[src/rtl/alu_cflag_pkg.sv]
`timescale 1ns/1ps
package alu_cflag_pkg;

  localparam int OP_W = 6;

  typedef enum logic [OP_W-1:0] {
    OP_ADD = 6'b000000,
    OP_SUB = 6'b000001,
    OP_AND = 6'b000010,
    OP_OR  = 6'b000011,
    OP_XOR = 6'b000100,
    OP_NOT = 6'b000101,
    OP_SHL = 6'b000110,
    OP_SHR = 6'b000111,
    OP_ASR = 6'b001000,
    OP_CEQ = 6'b100000,
    OP_CNE = 6'b100001,
    OP_CGT = 6'b100010,
    OP_CLT = 6'b100011,
    OP_CEZ = 6'b100100,
    OP_CNZ = 6'b100101
  } alu_op_e;

  typedef enum logic [1:0] {
    CLS_IDLE  = 2'd0,
    CLS_WRITE = 2'd1,
    CLS_FLAG  = 2'd2,
    CLS_BAD   = 2'd3
  } op_class_e;

endpackage

[src/rtl/alu_cflag_rst_sync.sv]
`timescale 1ns/1ps
module alu_cflag_rst_sync #(
  parameter int STAGES = 2
) (
  input  logic clk,
  input  logic rst_n,
  output logic rst_sync_n
);
  logic [STAGES-1:0] chain_q;

  always_ff @(posedge clk or negedge rst_n) begin
    if (!rst_n) chain_q <= '0;
    else        chain_q <= {chain_q[STAGES-2:0], 1'b1};
  end

  assign rst_sync_n = chain_q[STAGES-1];
endmodule

[src/rtl/alu_cflag_decode.sv]
`timescale 1ns/1ps
module alu_cflag_decode
  import alu_cflag_pkg::*;
(
  input  logic            valid,
  input  logic [OP_W-1:0] op,
  output op_class_e       cls
);
  always_comb begin
    cls = CLS_IDLE;
    if (valid) begin
      case (op)
        OP_ADD, OP_SUB, OP_AND, OP_OR, OP_XOR,
        OP_NOT, OP_SHL, OP_SHR, OP_ASR:           cls = CLS_WRITE;
        OP_CEQ, OP_CNE, OP_CGT, OP_CLT,
        OP_CEZ, OP_CNZ:                           cls = CLS_FLAG;
        default:                                  cls = CLS_BAD;
      endcase
    end
  end
endmodule

[src/rtl/alu_cflag_arith.sv]
`timescale 1ns/1ps
module alu_cflag_arith
  import alu_cflag_pkg::*;
#(
  parameter int WIDTH = 16
) (
  input  logic [OP_W-1:0]  op,
  input  logic [WIDTH-1:0] src,
  input  logic [WIDTH-1:0] dst,
  output logic [WIDTH-1:0] res
);
  localparam int MSB = WIDTH - 1;

  logic [WIDTH-1:0] sum_w;
  logic [WIDTH-1:0] diff_w;

  assign sum_w  = dst + src;
  assign diff_w = dst - src;

  always_comb begin
    res = '0;
    case (op)
      OP_ADD: res = sum_w;
      OP_SUB: res = diff_w;
      OP_AND: res = src & dst;
      OP_OR:  res = src | dst;
      OP_XOR: res = src ^ dst;
      OP_NOT: res = ~src;
      OP_SHL: res = {src[MSB-1:0], 1'b0};
      OP_SHR: res = {1'b0, src[MSB:1]};
      OP_ASR: res = {src[MSB], src[MSB:1]};
      default: res = '0;
    endcase
  end
endmodule

[src/rtl/alu_cflag_cmp.sv]
`timescale 1ns/1ps
module alu_cflag_cmp
  import alu_cflag_pkg::*;
#(
  parameter int WIDTH      = 16,
  parameter bit SIGNED_CMP = 1'b0
) (
  input  logic [OP_W-1:0]  op,
  input  logic [WIDTH-1:0] src,
  input  logic [WIDTH-1:0] dst,
  output logic             flag
);
  logic src_gt;
  logic src_lt;
  logic same;
  logic src_zero;

  generate
    if (SIGNED_CMP) begin : g_signed
      assign src_gt = $signed(src) > $signed(dst);
      assign src_lt = $signed(src) < $signed(dst);
    end else begin : g_unsigned
      assign src_gt = src > dst;
      assign src_lt = src < dst;
    end
  endgenerate

  assign same     = (src == dst);
  assign src_zero = (src == '0);

  always_comb begin
    flag = 1'b0;
    case (op)
      OP_CEQ: flag = same;
      OP_CNE: flag = ~same;
      OP_CGT: flag = src_gt;
      OP_CLT: flag = src_lt;
      OP_CEZ: flag = src_zero;
      OP_CNZ: flag = ~src_zero;
      default: flag = 1'b0;
    endcase
  end
endmodule

[src/rtl/alu_cflag_core.sv]
`timescale 1ns/1ps
module alu_cflag_core
  import alu_cflag_pkg::*;
#(
  parameter int WIDTH      = 16,
  parameter bit SIGNED_CMP = 1'b0
) (
  input  logic             clk,
  input  logic             rst_n,
  input  logic             in_valid,
  input  logic [5:0]       op_code,
  input  logic [WIDTH-1:0] src_opd,
  input  logic [WIDTH-1:0] dst_opd,
  output logic [WIDTH-1:0] out_result,
  output logic             out_wr_en,
  output logic             out_flag_we,
  output logic             out_flag,
  output logic             out_illegal
);
  logic             rst_sync_n;
  op_class_e        cls;
  logic [WIDTH-1:0] arith_res;
  logic             cmp_flag;

  logic [WIDTH-1:0] result_d, result_q;
  logic             wr_d, wr_q;
  logic             fwe_d, fwe_q;
  logic             flag_d, flag_q;
  logic             ill_d, ill_q;
  logic             busy_q;
  logic             stage_en;

  alu_cflag_rst_sync #(.STAGES(2)) u_rst (
    .clk        (clk),
    .rst_n      (rst_n),
    .rst_sync_n (rst_sync_n)
  );

  alu_cflag_decode u_dec (
    .valid (in_valid),
    .op    (op_code),
    .cls   (cls)
  );

  alu_cflag_arith #(.WIDTH(WIDTH)) u_arith (
    .op  (op_code),
    .src (src_opd),
    .dst (dst_opd),
    .res (arith_res)
  );

  alu_cflag_cmp #(.WIDTH(WIDTH), .SIGNED_CMP(SIGNED_CMP)) u_cmp (
    .op   (op_code),
    .src  (src_opd),
    .dst  (dst_opd),
    .flag (cmp_flag)
  );

  // next state of the output stage
  always_comb begin
    result_d = '0;
    wr_d     = 1'b0;
    fwe_d    = 1'b0;
    flag_d   = 1'b0;
    ill_d    = 1'b0;
    case (cls)
      CLS_WRITE: begin
        result_d = arith_res;
        wr_d     = 1'b1;
      end
      CLS_FLAG: begin
        fwe_d  = 1'b1;
        flag_d = cmp_flag;
      end
      CLS_BAD:  ill_d = 1'b1;
      default:  ;
    endcase
  end

  // load on a new operation, or once more to clear after the last one
  assign stage_en = in_valid | busy_q;

  always_ff @(posedge clk or negedge rst_sync_n) begin
    if (!rst_sync_n) begin
      busy_q   <= 1'b0;
      result_q <= '0;
      wr_q     <= 1'b0;
      fwe_q    <= 1'b0;
      flag_q   <= 1'b0;
      ill_q    <= 1'b0;
    end else begin
      busy_q <= in_valid;
      if (stage_en) begin
        result_q <= result_d;
        wr_q     <= wr_d;
        fwe_q    <= fwe_d;
        flag_q   <= flag_d;
        ill_q    <= ill_d;
      end
    end
  end

  assign out_result  = result_q;
  assign out_wr_en   = wr_q;
  assign out_flag_we = fwe_q;
  assign out_flag    = flag_q;
  assign out_illegal = ill_q;
endmodule

[config.mk]
export PLATFORM = sky130hd
export DESIGN_NAME = alu_cflag_core
export DESIGN_NICKNAME = d
export VERILOG_FILES = /design/src/rtl/alu_cflag_pkg.sv /design/src/rtl/alu_cflag_rst_sync.sv /design/src/rtl/alu_cflag_decode.sv /design/src/rtl/alu_cflag_arith.sv /design/src/rtl/alu_cflag_cmp.sv /design/src/rtl/alu_cflag_core.sv
export SDC_FILE = /design/constraint.sdc
export NUM_CORES = 1
export LEC_CHECK = 0
export BUFFER_PORTS_ARGS = -buffer_cell sky130_fd_sc_hd__buf_2
export CAP_MARGIN = 20
export CORE_MARGIN = 5
export CORE_UTILIZATION = 40
export DETAILED_ROUTE_END_ITERATION = 10
export GPL_TIMING_DRIVEN = 0
export PLACE_DENSITY = 0.61
export REMOVE_ABC_BUFFERS = 1
export SLEW_MARGIN = 20
export SYNTH_ARGS = -nofsm -noshare
export SYNTH_HDL_FRONTEND = slang
export SYNTH_SLANG_ARGS = --single-unit
[constraint.sdc]
create_clock -name clk -period 1.1 [get_ports clk]
set_clock_uncertainty 0.1 [all_clocks]
set_input_delay 0.22 -clock clk [delete_from_list [all_inputs] [get_ports clk]]
set_output_delay 0.22 -clock clk [all_outputs]
set_load 0.02 [all_outputs]
==> flow_summary_export.csv, run 1 <==
group,metric,value,unit
status,status,"finished, violations left",
status,violations,"setup timing",
route,drc,0,
grt,grt_max_degree,22,
pwr,p_leak,2.53,nW
die,die_height,107,um
cts,numClockSinks,23,
synthesis,yosys.area.top_type,"ha_1",
die,coreArea,0.00915,sq mm
die,ioPinCount,61,
route,avgViaCountPerCell,6.47,
critical_path,cp_slowest_cell,"a2111oi_4",
route,ant_nets,0,
route,drt_iter0_drc,410,
final_layout,nFillCells,739,
timing,setup_violations,37,
synthesis,synth_warnings,0,
place,portBuffers,60,
critical_path,worstSetupPathType,"input port to flip-flop",
synthesis,synth-edff-count,0,
final_layout,drive_gt1_share,46.1,%
place,dpl.hpwl,9690,um
critical_path,worstPathCellList,"buf_8 > inv_6 > ha_4 > fa_2 > o21bai_4 > a2111oi_4 > nor2_2 > a2111oi_4 > o21bai_2 > a221oi_2 > mux2_4 > o21ai_2",
pwr,power_switching,0.00164,W
route,wl_per_cell,22.0,um
synthesis,synth.distinct_cells,67,
pwr,seq_power_share,23.9,%
timing,tightest_slew,0.526,ns
grt,grtUsageTotal,25.8,%
cts,clk_path_buf_depth,2,
place,dp.cells,637,
critical_path,end_kind,"flip-flop",
die,num_rows,35,
synthesis,avgSynthCellArea,7.51,sq um
cts,cts_tree,"built",
die,die_area,0.0114,sq mm
cts,cts.reportedPaths.clkPinSlew,0.11,ns
grt,grt_pass1_wl,23800,um
die,dieWidth,107,um
synthesis,ys_async_sr_fraction,100,%
pwr,p_clk_share,16.5,%
hold_path,min_path_type,"input port to flip-flop",
timing,fin_crit,2.58,ns
critical_path,cp.arrival,2.69,ns
critical_path,worst_path_largest_cell_delay,0.42,ns
pwr,switching_share,43.5,%
synthesis,ys_seq_elements,23,
grt,grt_pass1_vias,4581,
pwr,comb_power_share,59.6,%
grt,antenna_found_initial,0,
critical_path,path_common_cell,"a2111oi_4",
place,place.gp.congestion,0.898,
final_layout,nets,701,
timing,setup_ws,-1.48,ns
timing,grt_setup_unrepaired,"yes",
timing,finalMaxSlewViolations,0,
route,vias,4654,
timing,post-route-period-util,234,%
synthesis,syn-instance-count,497,
timing,slew_headroom,64.0,%
final_layout,insertedDiodeCount,0,
timing,fin_tns_setup,-17.85,ns
cts,clock_latency,0.28,ns
pwr,vdd_drop_max,0.000445,V
grt,grt_overflow,0,
synthesis,ys_seq_area_share,15.4,%
synthesis,netlist_area,0.00373,sq mm
critical_path,cp_max_fo,5,
timing,hold_slack,0.0643,ns
timing,hold_viol_final,0,
critical_path,required,1.22,ns
final_layout,stdcell_count,719,
final_layout,synthToLayoutAreaGrowth,57.4,%
route,firstDrtPassIters,5,
pwr,power_density,641,mW/mm^2
synthesis,synth.top_cells.by_area,"ha_1 16%, dfrtp_1 15%, nor2_1 4.7%, o21ai_0 4.7%, a21oi_1 4.6%",
job,cap_violations,0,
synthesis,synth_top_cell_area_share,16.4,%
timing,fmax,388,MHz
route,wl,15800,um
synthesis,synth-main-ff-cell,"dfrtp_1",
cts,cts_htree_levels,1,
cts,root_buffer,"clkbuf_8",
die,start_util,40.8,%
critical_path,startpoint_type,"input port",
pwr,p_int,0.00213,W
pwr,power,0.00376,W
cts,numCtsBuffers,3,
power groups by stage:
stage / sequential (W) / clock [W] / combinational, W
CTS: 0.000899 / 0.000601 / 0.00190
global placement: 0.000911 / 0 / 0.00131
finish: 0.000899 / 0.000621 / 0.00224
floorplan: 0.000924 / 0 / 0.000869
detailed placement: 0.000912 / 0 / 0.00135
global route: 0.000906 / 0.000653 / 0.00238
cells in the mapped netlist (7+ instances only):
cell,n
clkbuf_1,19
inv_1,45
a221oi_1,10
a21oi_1,34
o21ai_0,35
dfrtp_1,23
nor2_1,47
o221ai_1,13
mux2_2,7
nand3_1,8
o22ai_1,7
nor3_1,9
buf_2,11
ha_1,49
nor4_1,9
a22oi_1,15
nand2_1,39
nor2b_1,8
cell usage in the layout (no fill, tap or decap), drive strengths merged, types with 4 or more instances in the layout:
cell type  synthesis  routed
nor4              10      10
o31ai              6       6
ha                49      49
a211oi             6       6
a221o              5       5
a21oi             35      35
o221ai            13      13
mux2               8       8
o21ai             37      37
nor3               9       9
a32oi              5       5
nor2              49      49
a2111oi           11      11
nor2b              8       8
nand2b             6       6
buf               14     138
inv               45      43
a22oi             15      15
o22ai              7       7
or2                4       4
a221oi            11      11
clkbuf            19       4
or3                5       5
a21o               6       6
nand3              8       8
dfrtp             23      23
nand2             39      39
o211ai             4       4
worst max-delay path: cells and delay by family:
family | cells | cell delay (ns)
adder cells (fa/ha/maj) | 2 | 0.35
buffers and inverters | 2 | 0.16
AND/OR/NAND/NOR | 1 | 0.11
AO/OA/AOI/OAI | 6 | 1.50
multiplexers | 1 | 0.34
area by class of cell:
class	instances	area [sq um]	area share [%]
clock buffer	3	41.3	0.703
sequential	23	577	9.82
inverter	45	219	3.73
tap	111	139	2.37
multi-input combinational	396	3600	61.3
timing repair buffer	140	1290	21.9
clock inverter	1	7.51	0.128
per-layer routing:
layer / vias up / track usage (%) / part of all wire, %
li1: 2068 / - / -
met4: 0 / 10.8 / 3.5
met5: - / 0 / 0
met1: 2251 / 33.2 / 39
met3: 50 / 4.39 / 8.9
met2: 285 / 42.6 / 48
path summary, 6_finish.rpt:
path | start | to | slack, ns | depth (start not counted)
setup / recovery | dst_opd[0] | out_flag$_DFFE_PN0P_ | -1.48 | 12
hold / removal | in_valid | busy_q$_DFF_PN0_ | 0.06 | 1
setup reg to reg | busy_q$_DFF_PN0_ | out_result[10]$_DFFE_PN0P_ | -0.83 | 7
hold reg to reg | u_rst.chain_q[1]$_DFF_PN0_ | out_result[0]$_DFFE_PN0P_ | 0.16 | 0
max in group asynchronous | u_rst.chain_q[1]$_DFF_PN0_ | out_result[10]$_DFFE_PN0P_ | 0.37 | 0
min in group asynchronous | rst_n | u_rst.chain_q[1]$_DFF_PN0_ | 0.15 | 2
per-stage QoR:
| step | worst slack, ns | utilization, % | area, sq um |
|---|---|---|---|
| floorplan | -1.59 | - | 3580 |
| detailed placement | -2.46 | 44.3 | 4050 |
| finish | -1.48 | 64.2 | 5870 |
| CTS | -1.41 | 58.1 | 5320 |
| global route | -1.49 | 64.2 | 5870 |
| global placement | -2.46 | 43.9 | 4020 |
flip-flops by register name, indices dropped and copies added, names as in the netlist:
| register | cells |
|---|---|
| busy_q | 1 |
| out_flag | 1 |
| out_flag_we | 1 |
| out_illegal | 1 |
| out_result | 16 |
| out_wr_en | 1 |
| u_rst.chain_q | 2 |
repair_timing:
action                                  CTS  global route
setup buffers                            53            25
pin swaps                                50            47
endpoints found under the setup margin   61            40
hold buffers                              1             0
gates cloned                              1             0
endpoints found under the hold margin     2             0
gates resized for setup                 205            92
cells by family after synthesis:
group | after synthesis | share of synthesized area [%]
multiplexers | 10 | 3.05
buffers and inverters | 78 | 8.52
AND/OR/NAND/NOR | 153 | 20.0
AO/OA/AOI/OAI | 177 | 34.5
XOR/XNOR | 4 | 0.939
flip-flops | 23 | 15.4
other | 1 | 0.101
adder cells (fa/ha/maj) | 51 | 17.5
No activity file was read; power rests on OpenSTA's default activity.
==> run 2: changes to the inputs <==
==> constraint.sdc (replaced) <==
create_clock -name clk -period 2.6 [get_ports clk]
set_clock_uncertainty 0.1 [all_clocks]
set_input_delay 0.52 -clock clk [delete_from_list [all_inputs] [get_ports clk]]
set_output_delay 0.52 -clock clk [all_outputs]
set_load 0.02 [all_outputs]
==> flow_summary_export.csv, run 2 (synthesis gave the netlist of run 1 again) <==
group,metric,value,unit
place,dp.cells,637,
place,place.gp.congestion,0.898,
grt,antenna_found_initial,0,
pwr,comb_power_share,55.4,%
critical_path,crit_path_end,"out_flag$_DFFE_PN0P_",
final_layout,final_cell_mix,"48 x buf_2, 43 x nor2_1, 39 x nand2_1",
final_layout,drive_gt1_share,33.7,%
die,ioPinCount,61,
grt,grt_max_degree,22,
pwr,vdd_drop_max,0.000177,V
final_layout,nets,656,
die,dieWidth,107,um
final_layout,largest_reg_flops,16,
cts,clock_latency,0.28,ns
timing,slew_headroom,33.0,%
status,violations,"setup timing",
die,die_area,0.0114,sq mm
die,start_util,40.8,%
critical_path,r2r_slack,0.52,ns
place,dpl.hpwl,9690,um
timing,hold_viol_final,0,
final_layout,final_common_cell,"buf_2",
pwr,power_density,290,mW/mm^2
route,wl,13800,um
pwr,p_leak,2.12,nW
grt,grt_pass1_wl,21700,um
final_layout,synthToLayoutAreaGrowth,31.2,%
route,avgViaCountPerCell,6.42,
timing,tightest_slew,1.01,ns
route,drc,0,
pwr,power_switching,0.000615,W
die,num_rows,35,
grt,grt_pass1_vias,4250,
timing,fin_crit,2.81,ns
timing,grt_setup_unrepaired,"yes",
critical_path,cp.arrival,2.93,ns
timing,fmax,356,MHz
cts,numCtsBuffers,3,
cts,numClockSinks,23,
critical_path,r2r-end,"out_result[13]$_DFFE_PN0P_",
route,firstDrtPassIters,5,
critical_path,startpoint_type,"input port",
hold_path,min_path_type,"flip-flop to flip-flop",
pwr,p_clk_share,17.9,%
critical_path,worstRegToRegCells,7,
final_layout,insertedDiodeCount,0,
job,cap_violations,0,
cts,clk_path_buf_depth,2,
grt,grtUsageTotal,23.5,%
timing,post-route-period-util,108,%
pwr,power,0.00142,W
route,drt_iter0_drc,413,
critical_path,end_kind,"flip-flop",
final_layout,stdcell_count,674,
die,coreArea,0.00915,sq mm
grt,grt_overflow,0,
final_layout,final_util,53.5,%
critical_path,worstSetupPathType,"input port to flip-flop",
critical_path,cp_max_fo,4,
pwr,p_int,0.000804,W
timing,setup_ws,-0.210,ns
critical_path,required,2.72,ns
cts,cts_tree,"built",
pwr,seq_power_share,26.7,%
route,vias,4328,
die,die_height,107,um
pwr,switching_share,43.3,%
place,post-place-ws,-1.26,ns
route,wl_per_cell,20.5,um
cts,cts.reportedPaths.clkPinSlew,0.10,ns
cts,root_buffer,"clkbuf_8",
final_layout,final_cell_area,0.00489,sq mm
timing,finalMaxSlewViolations,0,
cts,cts_htree_levels,1,
final_layout,nFillCells,897,
route,ant_nets,0,
critical_path,r2r-start,"busy_q$_DFF_PN0_",
critical_path,cp-startpoint,"dst_opd[0]",
status,status,"finished, violations left",
place,placed_cell_area,0.00405,sq mm
place,portBuffers,60,
timing,setup_violations,8,
==> run 2: cell types whose count changed in the layout (fill, tap and decap cells not counted), moves of 7 or more <==
cell and delta:
buf_4 -33, buf_2 +25, a21oi_1 +7, o21ai_1 -11
buf_6 -24, o21ai_0 +12
==> run 2: what timing repair did <==
action	in CTS	in global routing
hold buffers	1	0
setup buffers	23	9
endpoints found under the hold margin	2	0
gates resized for setup	85	48
pin swaps	35	19
endpoints found under the setup margin	17	11
==> run 2: worst max-delay path, cell delays in order <==
cell and delay (ns):
buf_8 0.11, inv_6 0.05, ha_4 0.12, fa_2 0.22
o21bai_4 0.08, a2111oi_4 0.44, nor2_4 0.07, a2111oi_4 0.31
buf_4 0.20, o21bai_4 0.06, a221oi_2 0.30, mux2_4 0.33
o21ai_2 0.10
==> run 2: metrics by stage <==
step / hold WS (ns) / setup TNS [ns]
floorplan: 0.124 / -1.62
global placement: 0.203 / -15.41
detailed placement: 0.206 / -14.67
CTS: 0.276 / -0.896
global route: 0.284 / -1.52
finish: 0.271 / -0.866
==> run 2: layout make-up <==
type                       instances  area [sq um]  area share (%)
tap                              111           139            2.84
multi-input combinational        396          3290            67.2
timing repair buffer              95           653            13.3
clock inverter                     1          7.51           0.153
clock buffer                       3          41.3           0.844
sequential                        23           576            11.8
inverter                          45           186            3.81
==> run 2: metal layers <==
metal / GRT usage [%] / share of wire [%]
met5: 0 / 0
met2: 38.4 / 47
met4: 9.68 / 2.8
met1: 30.9 / 42
met3: 3.49 / 8.8
==> run 2: how the worst min path moves through the flow <==
stage                          startpoint                    endpoint  slack, ns  depth (start not counted)
2_1_floorplan                       rst_n  u_rst.chain_q[0]$_DFF_PN0_       0.12                          0
3_3_place_gp                        rst_n  u_rst.chain_q[0]$_DFF_PN0_       0.20                          1
3_5_place_dp                        rst_n  u_rst.chain_q[0]$_DFF_PN0_       0.21                          1
4_1_cts        u_rst.chain_q[0]$_DFF_PN0_  u_rst.chain_q[1]$_DFF_PN0_       0.28                          0
5_1_grt        u_rst.chain_q[0]$_DFF_PN0_  u_rst.chain_q[1]$_DFF_PN0_       0.28                          0
6_report       u_rst.chain_q[0]$_DFF_PN0_  u_rst.chain_q[1]$_DFF_PN0_       0.27                          0
==> run 2: power groups by stage <==
stage          sequential (W)  combinational (W)  clock [W]
2_1_floorplan        0.000391           0.000367          0
3_3_place_gp         0.000385           0.000556          0
3_5_place_dp         0.000386           0.000570          0
4_1_cts              0.000379           0.000696   0.000254
5_1_grt              0.000381           0.000840   0.000272
6_report             0.000378           0.000786   0.000255
==> run 3: changes to the inputs <==
--- a/config.mk
+++ b/config.mk
@@ -17,3 +17,4 @@
 export SYNTH_ARGS = -nofsm -noshare
 export SYNTH_HDL_FRONTEND = slang
 export SYNTH_SLANG_ARGS = --single-unit
+export TNS_END_PERCENT = 1
==> flow_summary_export.csv, run 3 (synthesis gave the netlist of run 1 again) <==
group,metric,value,unit
route,wl_per_cell,20.5,um
die,die_area,0.0114,sq mm
die,ioPinCount,61,
timing,hold_viol_final,0,
grt,grt_max_degree,22,
timing,finalMaxSlewViolations,0,
job,cap_violations,0,
die,die_height,107,um
critical_path,startpoint_type,"input port",
pwr,power,0.00136,W
grt,grt_pass1_vias,4217,
timing,setup_violations,6,
critical_path,end_kind,"flip-flop",
critical_path,r2r-start,"busy_q$_DFF_PN0_",
place,place.gp.congestion,0.898,
timing,fmax,352,MHz
status,violations,"setup timing",
timing,tightest_slew,0.984,ns
critical_path,required,2.72,ns
critical_path,path_common_cell,"a2111oi_4",
timing,post-route-period-util,109,%
grt,grt_pass1_wl,21700,um
route,firstDrtPassIters,6,
critical_path,cp_max_fo,6,
cts,cts.reportedPaths.clkPinSlew,0.10,ns
route,wl,13600,um
cts,root_buffer,"clkbuf_8",
final_layout,nFillCells,911,
critical_path,cp_slowest_cell,"a2111oi_4",
critical_path,worstSetupPathType,"input port to flip-flop",
timing,setup_ws,-0.240,ns
status,status,"finished, violations left",
critical_path,cp.arrival,2.96,ns
route,avgViaCountPerCell,6.46,
die,coreArea,0.00915,sq mm
hold_path,min_path_type,"flip-flop to flip-flop",
grt,grt_overflow,0,
place,placed_cell_area,0.00405,sq mm
pwr,p_leak,2.07,nW
final_layout,final_common_cell,"buf_2",
final_layout,synthToLayoutAreaGrowth,26.1,%
die,num_rows,35,
route,drc,0,
final_layout,insertedDiodeCount,0,
timing,slew_headroom,34.4,%
place,dpl.hpwl,9690,um
grt,antenna_found_initial,0,
final_layout,nets,645,
critical_path,worst_path_largest_cell_delay,0.43,ns
cts,cts_tree,"built",
final_layout,final_cell_area,0.00470,sq mm
cts,clk_path_buf_depth,2,
die,dieWidth,107,um
timing,hold_slack,0.271,ns
cts,clock_latency,0.28,ns
hold_path,hold_start,"u_rst.chain_q[0]$_DFF_PN0_",
place,portBuffers,60,
critical_path,r2r_slack,0.54,ns
cts,cts_htree_levels,1,
pwr,vdd_drop_max,0.000172,V
timing,fin_crit,2.84,ns
route,drt_iter0_drc,461,
timing,grt_setup_unrepaired,"yes",
final_layout,final_util,51.4,%
final_layout,drive_gt1_share,29.5,%
route,vias,4280,
final_layout,final_cell_mix,"50 x buf_2, 43 x nor2_1, 39 x nand2_1",
die,start_util,40.8,%
critical_path,cp-startpoint,"src_opd[2]",
grt,grtUsageTotal,23.4,%
final_layout,largest_reg_flops,16,
cts,numClockSinks,23,
pwr,power_density,290,mW/mm^2
route,ant_nets,0,
critical_path,worstPathCellList,"buf_4 > inv_2 > ha_2 > o21bai_4 > a2111oi_4 > nor2_2 > a2111oi_4 > o21bai_2 > a221oi_2 > mux2_4 > o21ai_2",
cts,numCtsBuffers,3,
run 3: stage by stage:
| stage | TNS, ns | setup WS (ns) | std cells |
|---|---|---|---|
| detailed placement | -14.67 | -1.26 | 637 |
| finish | -0.795 | -0.240 | 663 |
| global route | -1.74 | -0.332 | 663 |
| global placement | -15.41 | -1.26 | 635 |
| floorplan | -1.62 | -0.394 | 464 |
| CTS | -0.882 | -0.215 | 663 |
run 3: area by class of cell:
class                      instances  area (sq um)  share of cell area, %
sequential                        23           576                   12.2
tap                              111           139                   2.95
clock buffer                       3          41.3                  0.878
multi-input combinational        396          3190                   67.9
clock inverter                     1          7.51                  0.160
inverter                          45           186                   3.96
timing repair buffer              84           562                   11.9
run 3: power breakdown:
part,internal (W),leakage [nW],switching [W],total [W]
Combinational,0.000299,1.74,0.000432,0.000731
Clock,0.000109,0.0217,0.000144,0.000253
Sequential,0.000366,0.311,0.0000117,0.000378
run 3: routing by layer:
layer,global-route usage [%],wire (um),vias up
li1,-,-,1946
met4,9.32,359,0
met5,0,0,-
met2,38.1,6410,269
met1,31.0,5590,2030
met3,3.61,1240,35
run 3: final timing paths:
check,endpoint,cells after the start
max in group asynchronous,out_result[10]$_DFFE_PN0P_,0
min in group asynchronous,out_result[6]$_DFFE_PN0P_,0
max,out_flag$_DFFE_PN0P_,11
min reg2reg,u_rst.chain_q[1]$_DFF_PN0_,0
max reg2reg,out_result[13]$_DFFE_PN0P_,7
min,u_rst.chain_q[1]$_DFF_PN0_,0
run 3: timing repair:
action                     in CTS  in global routing
setup endpoints to repair      17                 11
hold endpoints to repair        2                  0
hold buffers                    1                  0
gates resized for setup        79                 22
buffers inserted               21                  0
pin swaps                      29                  5
run 3: worst max-delay path: cells and delay by family:
| kind | cells | cell delay, ns |
|---|---|---|
| simple gates | 1 | 0.11 |
| mux | 1 | 0.33 |
| fa+ha+maj | 1 | 0.21 |
| buf+inv | 2 | 0.21 |
| compound gates | 6 | 1.57 |
